--- config.mk ---
export PLATFORM = sky130hd
export DESIGN_NAME = set_tag_lookup
export DESIGN_NICKNAME = d
export VERILOG_FILES = /design/src/rtl/set_tag_lookup_pkg.sv /design/src/rtl/tla_way_match.sv /design/src/rtl/tla_age_update.sv /design/src/rtl/set_tag_lookup.sv
export SDC_FILE = /design/constraint.sdc
export NUM_CORES = 1
export LEC_CHECK = 0
export BUFFER_PORTS_ARGS = -buffer_cell sky130_fd_sc_hd__clkbuf_2
export CORE_MARGIN = 8
export CORE_UTILIZATION = 45
export DETAILED_ROUTE_END_ITERATION = 6
export GPL_ROUTABILITY_DRIVEN = 0
export PLACE_DENSITY_LB_ADDON = 0.05
export SETUP_SLACK_MARGIN = 0.4
export SYNTH_ARGS = -nofsm -noshare
export SYNTH_HDL_FRONTEND = slang
export SYNTH_HIERARCHICAL = 1
export SYNTH_SLANG_ARGS = --single-unit
--- constraint.sdc ---
create_clock -name clk -period 6.75 [get_ports clk]
set_clock_uncertainty 0.2 [all_clocks]
set_input_delay 1.35 -clock clk [delete_from_list [all_inputs] [get_ports clk]]
set_output_delay 1.35 -clock clk [all_outputs]
set_load 0.05 [all_outputs]
--- src/rtl/set_tag_lookup_pkg.sv ---
package set_tag_lookup_pkg;
    typedef enum logic [1:0] {
        LKP_HIT     = 2'd0,
        LKP_PRESENT = 2'd1,
        LKP_ABSENT  = 2'd2
    } lkp_code_e;
endpackage

--- src/rtl/tla_way_match.sv ---
module tla_way_match #(
    parameter int WAYS  = 4,
    parameter int TAG_W = 10,
    parameter int WAY_W = 2
) (
    input  logic [WAYS-1:0][TAG_W-1:0] way_tag,
    input  logic [WAYS-1:0]            way_live,
    input  logic [TAG_W-1:0]           probe_tag,
    output logic                       found,
    output logic [WAY_W-1:0]           found_way,
    output logic                       found_live
);
    // Lowest-numbered matching way wins.
    always_comb begin
        found      = 1'b0;
        found_way  = '0;
        found_live = 1'b0;
        for (int w = 0; w < WAYS; w++) begin
            if (!found && way_tag[w] == probe_tag) begin
                found      = 1'b1;
                found_way  = WAY_W'(w);
                found_live = way_live[w];
            end
        end
    end
endmodule

--- src/rtl/tla_age_update.sv ---
module tla_age_update #(
    parameter int WAYS  = 4,
    parameter int WAY_W = 2,
    parameter int AGE_W = 3
) (
    input  logic [WAYS-1:0][AGE_W-1:0] age_cur,
    input  logic                       touch,
    input  logic [WAY_W-1:0]           touch_way,
    output logic [WAYS-1:0][AGE_W-1:0] age_nxt
);
    logic [AGE_W-1:0] ref_age;
    assign ref_age = age_cur[touch_way];

    for (genvar w = 0; w < WAYS; w++) begin : g_way
        always_comb begin
            if (!touch)
                age_nxt[w] = age_cur[w];
            else if (touch_way == WAY_W'(w))
                age_nxt[w] = AGE_W'(1);
            else if (age_cur[w] < ref_age)
                age_nxt[w] = age_cur[w] + AGE_W'(1);
            else
                age_nxt[w] = age_cur[w];
        end
    end
endmodule

--- src/rtl/set_tag_lookup.sv ---
module set_tag_lookup
    import set_tag_lookup_pkg::*;
#(
    parameter int WAYS       = 4,
    parameter int SETS       = 4,
    parameter int LINE_BYTES = 16,
    parameter int ADDR_W     = 16,
    localparam int OFF_W     = $clog2(LINE_BYTES),
    localparam int IDX_W     = $clog2(SETS),
    localparam int TAG_W     = ADDR_W - OFF_W - IDX_W,
    localparam int WAY_W     = $clog2(WAYS),
    localparam int AGE_W     = $clog2(WAYS + 1)
) (
    input  logic                    clk,
    input  logic                    rst_n,
    input  logic                    req_valid,
    input  logic                    req_level,
    input  logic [ADDR_W-1:0]       req_vaddr,
    input  logic [ADDR_W-1:0]       req_paddr,
    input  logic                    cfg_lru,
    input  logic                    cfg_infinite,
    input  logic                    wr_en,
    input  logic [IDX_W-1:0]        wr_set,
    input  logic [WAY_W-1:0]        wr_way,
    input  logic [TAG_W-1:0]        wr_tag,
    input  logic                    wr_live,
    output logic                    rsp_valid,
    output logic [1:0]              rsp_code,
    output logic [WAY_W-1:0]        rsp_way,
    output logic [WAYS*AGE_W-1:0]   rsp_ages
);
    typedef struct packed {
        logic [SETS-1:0][WAYS-1:0][TAG_W-1:0] tag;
        logic [SETS-1:0][WAYS-1:0]            live;
        logic [SETS-1:0][WAYS-1:0][AGE_W-1:0] age;
        logic                                 rsp_valid;
        lkp_code_e                            rsp_code;
        logic [WAY_W-1:0]                     rsp_way;
        logic [IDX_W-1:0]                     rsp_set;
    } state_t;

    state_t st_q, st_d;

    logic [IDX_W-1:0]            req_set;
    logic [TAG_W-1:0]            req_tag;
    logic                        m_found, m_live;
    logic [WAY_W-1:0]            m_way;
    logic                        age_touch;
    logic [WAYS-1:0][AGE_W-1:0]  age_nxt;

    // Index source depends on cache level; tag is always physical.
    assign req_set = req_level ? req_paddr[OFF_W +: IDX_W] : req_vaddr[OFF_W +: IDX_W];
    assign req_tag = req_paddr[ADDR_W-1 -: TAG_W];

    tla_way_match #(.WAYS(WAYS), .TAG_W(TAG_W), .WAY_W(WAY_W)) u_match (
        .way_tag    (st_q.tag[req_set]),
        .way_live   (st_q.live[req_set]),
        .probe_tag  (req_tag),
        .found      (m_found),
        .found_way  (m_way),
        .found_live (m_live)
    );

    assign age_touch = req_valid && m_found && cfg_lru && !cfg_infinite;

    tla_age_update #(.WAYS(WAYS), .WAY_W(WAY_W), .AGE_W(AGE_W)) u_age (
        .age_cur   (st_q.age[req_set]),
        .touch     (age_touch),
        .touch_way (m_way),
        .age_nxt   (age_nxt)
    );

    always_comb begin
        st_d           = st_q;
        st_d.rsp_valid = req_valid;
        if (req_valid) begin
            st_d.rsp_set = req_set;
            st_d.rsp_way = m_found ? m_way : '0;
            if (!m_found)
                st_d.rsp_code = LKP_ABSENT;
            else if (m_live)
                st_d.rsp_code = LKP_HIT;
            else
                st_d.rsp_code = LKP_PRESENT;
            st_d.age[req_set] = age_nxt;
        end
        if (wr_en) begin
            st_d.tag[wr_set][wr_way]  = wr_tag;
            st_d.live[wr_set][wr_way] = wr_live;
        end
    end

    always_ff @(posedge clk) begin
        if (!rst_n) begin
            st_q <= '0;
            for (int s = 0; s < SETS; s++)
                for (int w = 0; w < WAYS; w++)
                    st_q.age[s][w] <= AGE_W'(w + 1);
        end else begin
            st_q <= st_d;
        end
    end

    assign rsp_valid = st_q.rsp_valid;
    assign rsp_code  = st_q.rsp_code;
    assign rsp_way   = st_q.rsp_way;
    assign rsp_ages  = st_q.age[st_q.rsp_set];
endmodule

==> results.cfg <==
[run_status]
outcome = completed

[critical_path]
arrival_ns = 6.20
crit_chain = clkbuf_2, mux2i_4, buf_12, buf_4, mux4_2, xnor2_1, nand4_1, nor4_1, buf_4, nand3b_1, o21ai_2, mux4_2, inv_1, ha_1, buf_4, o2111a_1, or2_2, o211ai_1, nand2_1, mux2i_1
critPathLaunchType = primary input
cpPeakStageDelay_ns = 0.56
worstPathRequired_ns = 7.01
cpMaxStageDelayCell = mux4_2
r2r-start = st_q[89]$_SDFFE_PN0P_
critPathMaxFanout = 24
timing.critical_path.mode_cell = buf_4
cp-end-kind = flip-flop
crit-reg2reg-capture = st_q[24]$_SDFFE_PN0P_
r2r_slack_ns = 2.15
rr_worst_depth = 17
critPathKind = primary input to flip-flop

[cts]
clkTransAtPathRegs_ns = 0.06
cts_sinks = 231
post_cts_resized = 0
h-tree-depth = 1
clock_tree.buffer_depth = 3
cts_tree = built
cts_inserted_buffers = 27
clk_latency_ns = 0.56
post_cts_buffers = 0
cts_hold_buf = 0
clockRootBuffer = clkbuf_16

[final_layout]
n_antenna_cell = 0
area_growth_syn_to_layout_pct = 11.2
final_layout_size_suffix_gt1_share_pct = 17.7
fin_nets = 1347
final_area_mm2 = 0.0137

[sta]
finalSetupViolations = 0
finalCriticalPeriod_ns = 5.94
slew_headroom_pct = 18.2
hold_viol_final = 0
fin_crit_sh_pct = 88.0
drv_slew = 0
tns_ns = 0
max_freq_mhz = 168
grt_setup_unrepaired = no
worstMarginPinSlew_ns = 1.23

[power_and_ir_drop]
switchingPower_mw = 0.821
p_leak_nw = 4.65
power_density_mw_per_mm2 = 237
p_sw_share_pct = 25.2
irDropWorstVdd_v = 0.000154
p_int_mw = 2.43
clkPwrFrac_pct = 48.1
combPwrFrac_pct = 9.1
power_mw = 3.25
seq_power_share_pct = 42.8

[drt]
dr.pass1.iters = 5
ant_nets = 0
drt_iter0_drc = 804
drt-total-wl_um = 37300
vias = 10100
drc = 0
wire_per_inst_um = 22.7
vias_per_cell = 6.15

[floorplanning]
fp-row-count = 60
die_x_um = 182
io_pins = 71
initial_core_util_pct = 45.9
die-area_mm2 = 0.0330
die_y_um = 182
core_area_mm2 = 0.0270

[yosys]
synth_common_cells = 231 x dfxtp_1, 185 x nand3_1, 182 x o21ai_0, 167 x a21boi_0, 111 x clkbuf_1
yosys_warnings = 6
post-synth-top-area-cell = dfxtp_1
yosys.area_share.simple_pct = 14.9
synth-xor-area-share_pct = 2.83
synth_fa_ha_area_share_pct = 1.21
synth_seq_area_share_pct = 37.4
syn_nets = 1381
synth_area_leaders = dfxtp_1 37%, mux4_2 13%, a21boi_0 10%, nand3_1 7.5%, o21ai_0 7.4%
synth_ff_type = dfxtp_1
synth_top_cell_area_share_pct = 37.4
muxShareOfSynthArea_pct = 17.2
ys_types = 51
synth_edf_count = 0
synth.most_common_cell = dfxtp_1
netlist_area_mm2 = 0.0124
async_reset_ff_share_pct = 0
synth_cells = 1315
synth-seq-cells = 231
synth.avg_cell_area_um2 = 9.40
synth_compound_area_share_pct = 20.6
synth_top_family_by_area = compound AO/OA/AOI/OAI gates

[placement]
postPlaceCellArea_mm2 = 0.0128
io_buffers = 52
dpl.hpwl_um = 20900

[flow_run]
cap_violations = 0

[global_route]
grt_max_degree = 244
gr-total-overflow = 0
grt_pass1_wl_um = 59000
grt_pass1_vias = 10100
grt_util_all_layers_pct = 22.2
antenna_found_initial = 1

[min_path]
whs_endpoint = st_q[58]$_SDFFE_PN0P_
holdPathStages = 2
hp-start = st_q[58]$_SDFFE_PN0P_
hold_class = flip-flop to flip-flop
layout by cell type, fill, tap and decap left out, types with 4 or more instances in the layout:
master,instances
inv_1,9
nor3b_1,4
nand3b_1,5
buf_4,35
clkbuf_2,51
xnor2_1,30
bufinv_16,4
dfxtp_1,231
mux2i_1,52
ha_1,12
nand2_1,51
clkbuf_8,5
o2111a_1,4
o21ai_2,4
or2_2,6
o211ai_1,9
nand2b_1,13
a21oi_1,5
nor2b_1,32
a21boi_0,167
xor2_1,10
clkinv_2,4
nand3_1,184
o21ai_0,181
o311ai_0,4
clkbuf_16,27
nor2_1,7
mux4_2,70
clkbuf_1,7
nand4_1,11
a21boi_1,13
buf_12,4
worst max path at each step:
stage,from,end,slack (ns),cells past startpoint
floorplan,req_level,st_q[11]$_SDFFE_PN1P_,0.54,20
global placement,req_level,st_q[31]$_SDFFE_PN1P_,0.21,21
detailed placement,req_level,st_q[23]$_SDFFE_PN1P_,0.18,20
CTS,req_level,st_q[30]$_SDFFE_PN1P_,0.73,20
global route,req_level,st_q[54]$_SDFFE_PN1P_,0.48,20
finish,req_level,st_q[24]$_SDFFE_PN0P_,0.81,20
power by group through the flow:
stage | Sequential (mW) | Clock, mW | Combinational [mW]
finish | 1.39 | 1.56 | 0.297
global route | 1.39 | 1.64 | 0.316
detailed placement | 1.42 | 0 | 0.296
global placement | 1.42 | 0 | 0.297
floorplan | 1.41 | 0 | 0.200
CTS | 1.39 | 1.59 | 0.297
area by class of cell:
type / instances / area, µm²
inverters: 9 / 33.8
flip-flops and latches: 231 / 4620
repair buffers: 91 / 609
clock inverters: 11 / 176
fillers: 2498 / 13200
well taps: 341 / 427
clock buffers: 39 / 771
multi-input cells: 921 / 7110
metrics by stage:
| stage | hold WS, ns | instances | util [%] | setup slack [ns] |
|---|---|---|---|---|
| floorplan | 0.242 | 1315 | - | 0.543 |
| global placement | 0.256 | 1593 | 47.5 | 0.208 |
| detailed placement | 0.265 | 1593 | 47.5 | 0.176 |
| CTS | 0.273 | 1643 | 51.0 | 0.730 |
| global route | 0.291 | 1643 | 51.0 | 0.484 |
| finish | 0.274 | 1643 | 51.0 | 0.811 |
sequential cells by signal, indices dropped and copies added, names as in the netlist:
register / flops
rsp_code: 2
rsp_way: 2
st_q: 226
rsp_valid: 1
worst max-delay path: cells and delay by family:
family,cells,cell delay (ns)
buffers and inverters,6,1.14
XOR/XNOR,1,0.18
AO/OA/AOI/OAI,3,0.61
adder cells (fa/ha/maj),1,0.27
multiplexers,4,1.53
AND/OR/NAND/NOR,5,1.07
logic make-up after synthesis:
kind of cell	after synthesis
fa+ha+maj	12
xor+xnor	40
compound gates	398
buf+inv	163
simple gates	346
flops	231
mux	125
per-layer routing:
metal  part of all wire (%)  track usage, %
met5                  0.035               0
met4                    2.1            5.44
met3                    4.4            2.91
met2                     49            37.9
met1                     44            29.3
Note: power is estimated with default switching activity, not from simulation.
